==> src/rtl/aflag_pkg.sv <==
package aflag_pkg;

  typedef struct packed {
    logic full;
    logic empty;
    logic over_half;
    logic edge_band;
  } occ_cond_t;

  function automatic bit depth_legal(int d);
    return (d >= 16) && ((d & (d - 1)) == 0);
  endfunction

endpackage

==> src/rtl/aflag_occ_counter.sv <==
module aflag_occ_counter #(
  parameter int DEPTH = 256,
  parameter int CW    = $clog2(DEPTH) + 1
) (
  input  logic          clk,
  input  logic          rst_n,
  input  logic          inc,
  input  logic          dec,
  output logic [CW-1:0] cnt_next
);

  localparam logic [CW-1:0] TOP = CW'(DEPTH);

  logic [CW-1:0] cnt_q;
  logic          grow;
  logic          shrink;

  // a lone inc grows unless already at the top; a lone dec shrinks unless at zero
  assign grow   = inc && !dec && (cnt_q != TOP);
  assign shrink = dec && !inc && (cnt_q != '0);

  always_comb begin
    cnt_next = cnt_q;
    if (grow)
      cnt_next = cnt_q + 1'b1;
    else if (shrink)
      cnt_next = cnt_q - 1'b1;
  end

  always_ff @(posedge clk) begin
    if (!rst_n)
      cnt_q <= '0;
    else
      cnt_q <= cnt_next;
  end

endmodule

==> src/rtl/aflag_band_decode.sv <==
module aflag_band_decode
  import aflag_pkg::*;
#(
  parameter int DEPTH = 256,
  parameter int CW    = $clog2(DEPTH) + 1
) (
  input  logic [CW-1:0] cnt,
  output occ_cond_t     cond
);

  localparam logic [CW-1:0] TOP     = CW'(DEPTH);
  localparam logic [CW-1:0] LOW_LIM = CW'(DEPTH / 8);
  localparam logic [CW-1:0] MID     = CW'(DEPTH / 2);
  localparam logic [CW-1:0] HIGH_LIM = CW'((7 * DEPTH) / 8);

  always_comb begin
    cond.full      = (cnt == TOP);
    cond.empty     = (cnt == '0);
    cond.over_half = (cnt > MID);
    cond.edge_band = (cnt < LOW_LIM) || (cnt > HIGH_LIM);
  end

endmodule

==> src/rtl/aflag_flag_regs.sv <==
module aflag_flag_regs
  import aflag_pkg::*;
(
  input  logic      clk,
  input  logic      rst_n,
  input  occ_cond_t cond,
  output logic      full_n,
  output logic      empty_n,
  output logic      half_n,
  output logic      edge_n
);

  // reset values match the decode of an empty FIFO
  always_ff @(posedge clk) begin
    if (!rst_n) begin
      full_n  <= 1'b1;
      empty_n <= 1'b0;
      half_n  <= 1'b1;
      edge_n  <= 1'b0;
    end else begin
      full_n  <= !cond.full;
      empty_n <= !cond.empty;
      half_n  <= !cond.over_half;
      edge_n  <= !cond.edge_band;
    end
  end

endmodule

==> src/rtl/aflag_status.sv <==
module aflag_status
  import aflag_pkg::*;
#(
  parameter int DEPTH = 256
) (
  input  logic clk,
  input  logic rst_n,
  input  logic inc,
  input  logic dec,
  input  logic cascade,
  output logic full_n,
  output logic empty_n,
  output logic half_n,
  output logic almost_n
);

  localparam int CW = $clog2(DEPTH) + 1;

  generate
    if (!depth_legal(DEPTH)) begin : g_bad_depth
      $error("aflag_status: DEPTH must be a power of two of at least 16");
    end
  endgenerate

  logic [CW-1:0] cnt_next;
  occ_cond_t     cond;
  logic          edge_n;

  aflag_occ_counter #(.DEPTH(DEPTH), .CW(CW)) u_cnt (
    .clk      (clk),
    .rst_n    (rst_n),
    .inc      (inc),
    .dec      (dec),
    .cnt_next (cnt_next)
  );

  aflag_band_decode #(.DEPTH(DEPTH), .CW(CW)) u_dec (
    .cnt  (cnt_next),
    .cond (cond)
  );

  aflag_flag_regs u_regs (
    .clk     (clk),
    .rst_n   (rst_n),
    .cond    (cond),
    .full_n  (full_n),
    .empty_n (empty_n),
    .half_n  (half_n),
    .edge_n  (edge_n)
  );

  // chained configuration keeps the near-edge flag deasserted
  assign almost_n = edge_n | cascade;

endmodule

==> config.mk <==
export PLATFORM = sky130hd
export DESIGN_NAME = aflag_status
export DESIGN_NICKNAME = d
export VERILOG_FILES = /design/src/rtl/aflag_pkg.sv /design/src/rtl/aflag_occ_counter.sv /design/src/rtl/aflag_band_decode.sv /design/src/rtl/aflag_flag_regs.sv /design/src/rtl/aflag_status.sv
export SDC_FILE = /design/constraint.sdc
export NUM_CORES = 1
export LEC_CHECK = 0
export BUFFER_PORTS_ARGS = -buffer_cell sky130_fd_sc_hd__buf_2
export CORE_MARGIN = 4
export CORE_UTILIZATION = 25
export CTS_CLUSTER_DIAMETER = 40
export DETAILED_ROUTE_END_ITERATION = 8
export GPL_TIMING_DRIVEN = 0
export SYNTH_ARGS = -nofsm -noshare
export SYNTH_HDL_FRONTEND = slang
export SYNTH_SLANG_ARGS = --single-unit
==> constraint.sdc <==
create_clock -name clk -period 2.8 [get_ports clk]
set_input_delay 0.28 -clock clk [delete_from_list [all_inputs] [get_ports clk]]
set_output_delay 0.28 -clock clk [all_outputs]
set_load 0.01 [all_outputs]
=== Word level (Yosys, flattened, before mapping) ===
Index checks and enable logic that the tools add are counted.

* Word-level logic and storage cells: 28
* Register bits: 13
* Output and inout bits: 4

* Equal/unequal tests: 2
* Add/subtract/negate cells: 2
* Magnitude comparators: 3
* Reductions and logical operators: 13
* Mux-type cells: 2
* Bitwise gates (word level): 1

{| class="wikitable"
|+ Operators by type and width
! cell !! number
|-
| > comparator 9 x 8 -> 1 bit (second input constant) || 2
|-
| 2-to-1 mux 9 bit || 2
|-
| adder 9 x 1 -> 9 bit (second input constant) || 1
|-
| == test 9 bit (second input constant) || 1
|-
| zero test 9 bit || 1
|-
| less-than comparator 9 x 6 -> 1 bit (second input constant) || 1
|-
| != test 9 bit (second input constant) || 1
|-
| nonzero test 9 bit || 1
|-
| subtractor 9 x 1 -> 9 bit (second input constant) || 1
|-
| zero test 1 bit || 6
|-
| logical AND 1 bit || 4
|-
| logical OR 1 bit || 1
|-
| OR 1 bit || 1
|}

=== Longest topological paths before layout ===
* Word-level depth: 8
* Depth in mapped cells: 8
* Gate-level depth less buffers: 8

=== By module ===
Synthesis repeated with hierarchy kept, for this count alone.

* Cells, all modules: 110
* Area, all modules: 903.4 um^2

{| class="wikitable"
|+ Modules (own cells, without submodules)
! module !! sequential area each (um^2) !! times used !! cells an instance !! area each (um^2)
|-
| aflag_occ_counter || 180.2 || 1 || 90 || 728.2
|-
| aflag_flag_regs || 80.1 || 1 || 8 || 105.1
|-
| aflag_band_decode || 0.0 || 1 || 11 || 63.8
|-
| aflag_status || 0.0 || 1 || 1 || 6.3
|}

=== Worst setup path after synthesis ===
OpenSTA, ideal clock, no wires.

* Kind: register to register
* Start point: register u_cnt.cnt_q[1]
* End point: register u_regs.edge_n
* Data arrival time: 2.045 ns
* Required time: 2.682 ns
* Path slack: 0.637 ns
* Cell stages (with the launch flop): 8
* Setup time: 0.118 ns
* Cell sequence: dfxtp_1 > inv_1 > ha_1 > or4b_4 > o41ai_4 > xor2_2 > or3_1 > o2111a_1

* Word-level cells in the longest chain between the ends: 7
* Elaborated cells on any way between the ends: 12
* Classes of those cells: add/sub (2); order compare (2); eq/ne (1); mux (2); reduce/logical (5)

{| class="wikitable"
|+ Ends and longest elaborated chain
! what !! line !! RTL
|-
| start, declared || aflag_occ_counter.sv:14 || <nowiki>logic [CW-1:0] cnt_q;</nowiki>
|-
| start signal, assigned || aflag_occ_counter.sv:34 || <nowiki>cnt_q <= cnt_next;</nowiki>
|-
| branches (longest 3 deep; another with subtractor 9 x 1 -> 9 bit) || -- ||
|-
| 2-to-1 mux 9 bit (*) || aflag_occ_counter.sv:24 || <nowiki>if (grow)</nowiki>
|-
| less-than comparator 9 x 6 -> 1 bit or > comparator 9 x 8 -> 1 bit (tied branches) || aflag_band_decode.sv:20 || <nowiki>cond.edge_band = (cnt < LOW_LIM) || (cnt > HIGH_LIM);</nowiki>
|-
| logical OR 1 bit (*) || aflag_band_decode.sv:20 ||
|-
| zero test 1 bit (*) || aflag_flag_regs.sv:24 || <nowiki>edge_n <= !cond.edge_band;</nowiki>
|-
| end signal, assigned || aflag_flag_regs.sv:24 ||
|-
| end, declared || aflag_flag_regs.sv:10 || <nowiki>output logic edge_n</nowiki>
|}

Mark *: on every way between the ends.
A chain may end at the register's enable or synchronous reset.

=== Final worst setup path ===
Same ends and word-level chain as after synthesis.

==> out/results.txt <==
CP required: 2990 ps
Mean Syn Cell Area: 9.03 µm²
Dpl cell area: 0.00114 mm²
EDFF count, synth: 0
Die Wd: 72.5 µm
Syn_nets: 122
CTS Sinks: 13
Post-Route Setup TNS: 0 ps
Largest net degree at the start of global routing: 11
Worst-case hold path end point: u_cnt.cnt_q[7]
Congestion Overflow GR: 0
Outcome: completed
Worst Hold Path Cells: 2
First-pass GRT wire length: 4010 µm
Skew-Pair Late Insertion Delay: 250 ps
Post-Syn Instances: 115
CP peak stage delay: 540 ps
Max cap viols: 0
Final net count: 135
R2r startpoint: u_cnt.cnt_q[1]
Async S/R FF share, synth: 0%
Routed vias: 892
Initial antenna violation count: 0
Fin crit share: 86.9%
DRT Wirelength: 2310 µm
RSZ-0062 raised after global routing: false
Worst hold start: rst_n
Final hold viol count: 0
Pwr Density: 894 mW/mm²
Netlist cell types: 53
Gr usage total: 9.79%
DRC Markers: 0
Clk_skew: 6.82 ps
IO Port Bufs: 8
N_diodes: 0
IO Pins: 9
Cts hold-fix bufs: 0
Placed Cells: 173
CP Max Fanout: 8
Core Area: 0.00400 mm²
Crit path buffers/inverters: 1
HPWL after DPL: 1770 µm
CTS H-tree depth: 1
Slew Limit Fails: 0
Crit path max-delay cell type: or4b_4
# resized after CTS: 0
Sequential share of the synthesized area: 25.1%
FF-to-FF End: u_regs.edge_n
Post-synthesis register bit count: 13
Yosys warning count: 0
Setup crit start kind: flop
Starting Density: 26.0%
Crit path max-delay family: simple AND/OR/NAND/NOR gates
Post-CTS setup buffer count: 0
Max-slew headroom: 70.6%
Final GP Congestion: 0.833
Crit path DAT: 2620 ps
Fmax: 411 MHz
Final setup vio count: 0
CTS max path bufs: 2
Cell Area, Synth: 0.00104 mm²
1st-pass router iterations: 4
Die Span Y: 72.5 µm
Antenna violation net count after detailed routing: 0
Vias in the first global route: 832
Vias/cell: 5.04
Root Buffer: clkbuf_8
Drt initial violations: 53
Synth Flop Type: dfxtp_1
Leakage: 0.000448 µW
Die ar.: 0.00525 mm²
CTS tree: built
Wire length per cell: 13.1 µm
Design area: 0.00119 mm²
Min Clock Period, post-route: 2430 ps
Critical-path cell list: inv_1 -> ha_1 -> or4b_4 -> nor4_4 -> a22oi_2 -> mux2i_2 -> nor3b_4 -> o2111a_1
Worst-Margin Slew: 437 ps
Non-filler instance count after layout: 177
Setup CP Type: flop to flop
Peak VDD IR: 0.260 mV
Hold crit path type: input port to flop
Reg2Reg Depth: 8
Commonest non-fill, non-tap cell in the layout: dfxtp_1
Reg2Reg Setup Slack: 370 ps
Area delta synth->final: 14.2%
CTS buffer count: 3
Clock Pin Slew Worst Setup and Hold Paths: 60 ps
Row count: 23
Layout cell share with drive strength beyond 1: 28.3%
CP Capture Type: flop
Most frequent cells in the layout: 13 x dfxtp_1, 9 x buf_2, 9 x nor2_1, 6 x inv_1, 5 x and2_1
[where the power goes]
part / internal (µW) / switching (µW)
Sequential: 231 / 35.8
Combinational: 280 / 340
Clock: 101 / 72.0
[registers in the layout, indices dropped and copies added (netlist names)]
register        count
u_regs.empty_n      1
u_regs.edge_n       1
u_regs.full_n       1
u_cnt.cnt_q         9
u_regs.half_n       1
[per-layer routing]
layer | track usage (%) | up-vias | part of all wire [%] | wire (µm)
met1 | 11.6 | 428 | 44 | 1010
li1 | - | 448 | - | -
met2 | 16.8 | 11 | 53 | 1220
met3 | 2.49 | 5 | 2.2 | 52
met5 | 0 | - | 0 | 0
met4 | 3.89 | 0 | 1.5 | 34
[synthesized netlist by cell type, drive strengths merged (2+ instances only)]
cell type  count  area share [%]
a21oi          4             1.9
a22oi          2             1.9
a31oi          2             1.2
and2           6             3.7
buf            6             5.2
dfxtp         13              25
ha             2             2.4
inv            6             2.2
nand2          4             1.4
nand3          4             1.9
nand3b         3             2.2
nor2           9             3.3
nor3           5             2.9
nor4           4             4.5
o21ai          6             3.3
o22ai          3             1.8
o31ai          2             1.4
or2b           2             1.7
or3            3             1.8
or4b           3             3.3
xnor2          3             2.5
xor2           3             3.3
[cells by family after synthesis]
family | Yosys count | synth area share (%)
compound gates | 28 | 21.6
buf+inv | 13 | 8.67
xor+xnor | 6 | 5.78
fa+ha+maj | 2 | 2.41
mux | 2 | 2.41
flops | 13 | 25.1
simple gates | 51 | 34.1
[worst max-delay path by stage]
stage / from / endpoint / slack [ps] / depth (start not counted)
global placement: u_cnt.cnt_q[1] / u_regs.edge_n / 400 / 8
detailed placement: u_cnt.cnt_q[1] / u_regs.edge_n / 410 / 8
floorplan: u_cnt.cnt_q[1] / u_regs.edge_n / 640 / 7
finish: u_cnt.cnt_q[1] / u_regs.edge_n / 370 / 8
CTS: u_cnt.cnt_q[1] / u_regs.edge_n / 360 / 8
global route: u_cnt.cnt_q[1] / u_regs.edge_n / 220 / 8
[area by class of cell]
type / instances / area [µm²]
fillers: 421 / 2810
multi-input cells: 89 / 688
flip-flops and latches: 13 / 260
plain buffers: 7 / 67.6
well taps: 50 / 62.6
clock buffers: 4 / 45.0
repair buffers: 8 / 40.0
inverters: 6 / 22.5
[worst reg2reg max path, stage by stage (launching register included)]
cell	delay, ps
dfxtp_1	370
inv_1	100
ha_1	200
or4b_4	550
nor4_4	280
a22oi_2	140
mux2i_2	210
nor3b_4	300
o2111a_1	230
[per-stage QoR]
stage / power (µW) / hold WS, ps / setup WS, ps / util (%)
after floorplan: 763 / 402 / 637 / -
after global placement: 870 / 612 / 400 / 28.5
after detailed placement: 884 / 621 / 413 / 28.5
after CTS: 1060 / 369 / 359 / 29.7
after global routing: 1140 / 379 / 220 / 29.7
final: 1060 / 363 / 366 / 29.7
No activity file was read; power rests on OpenSTA's default activity.
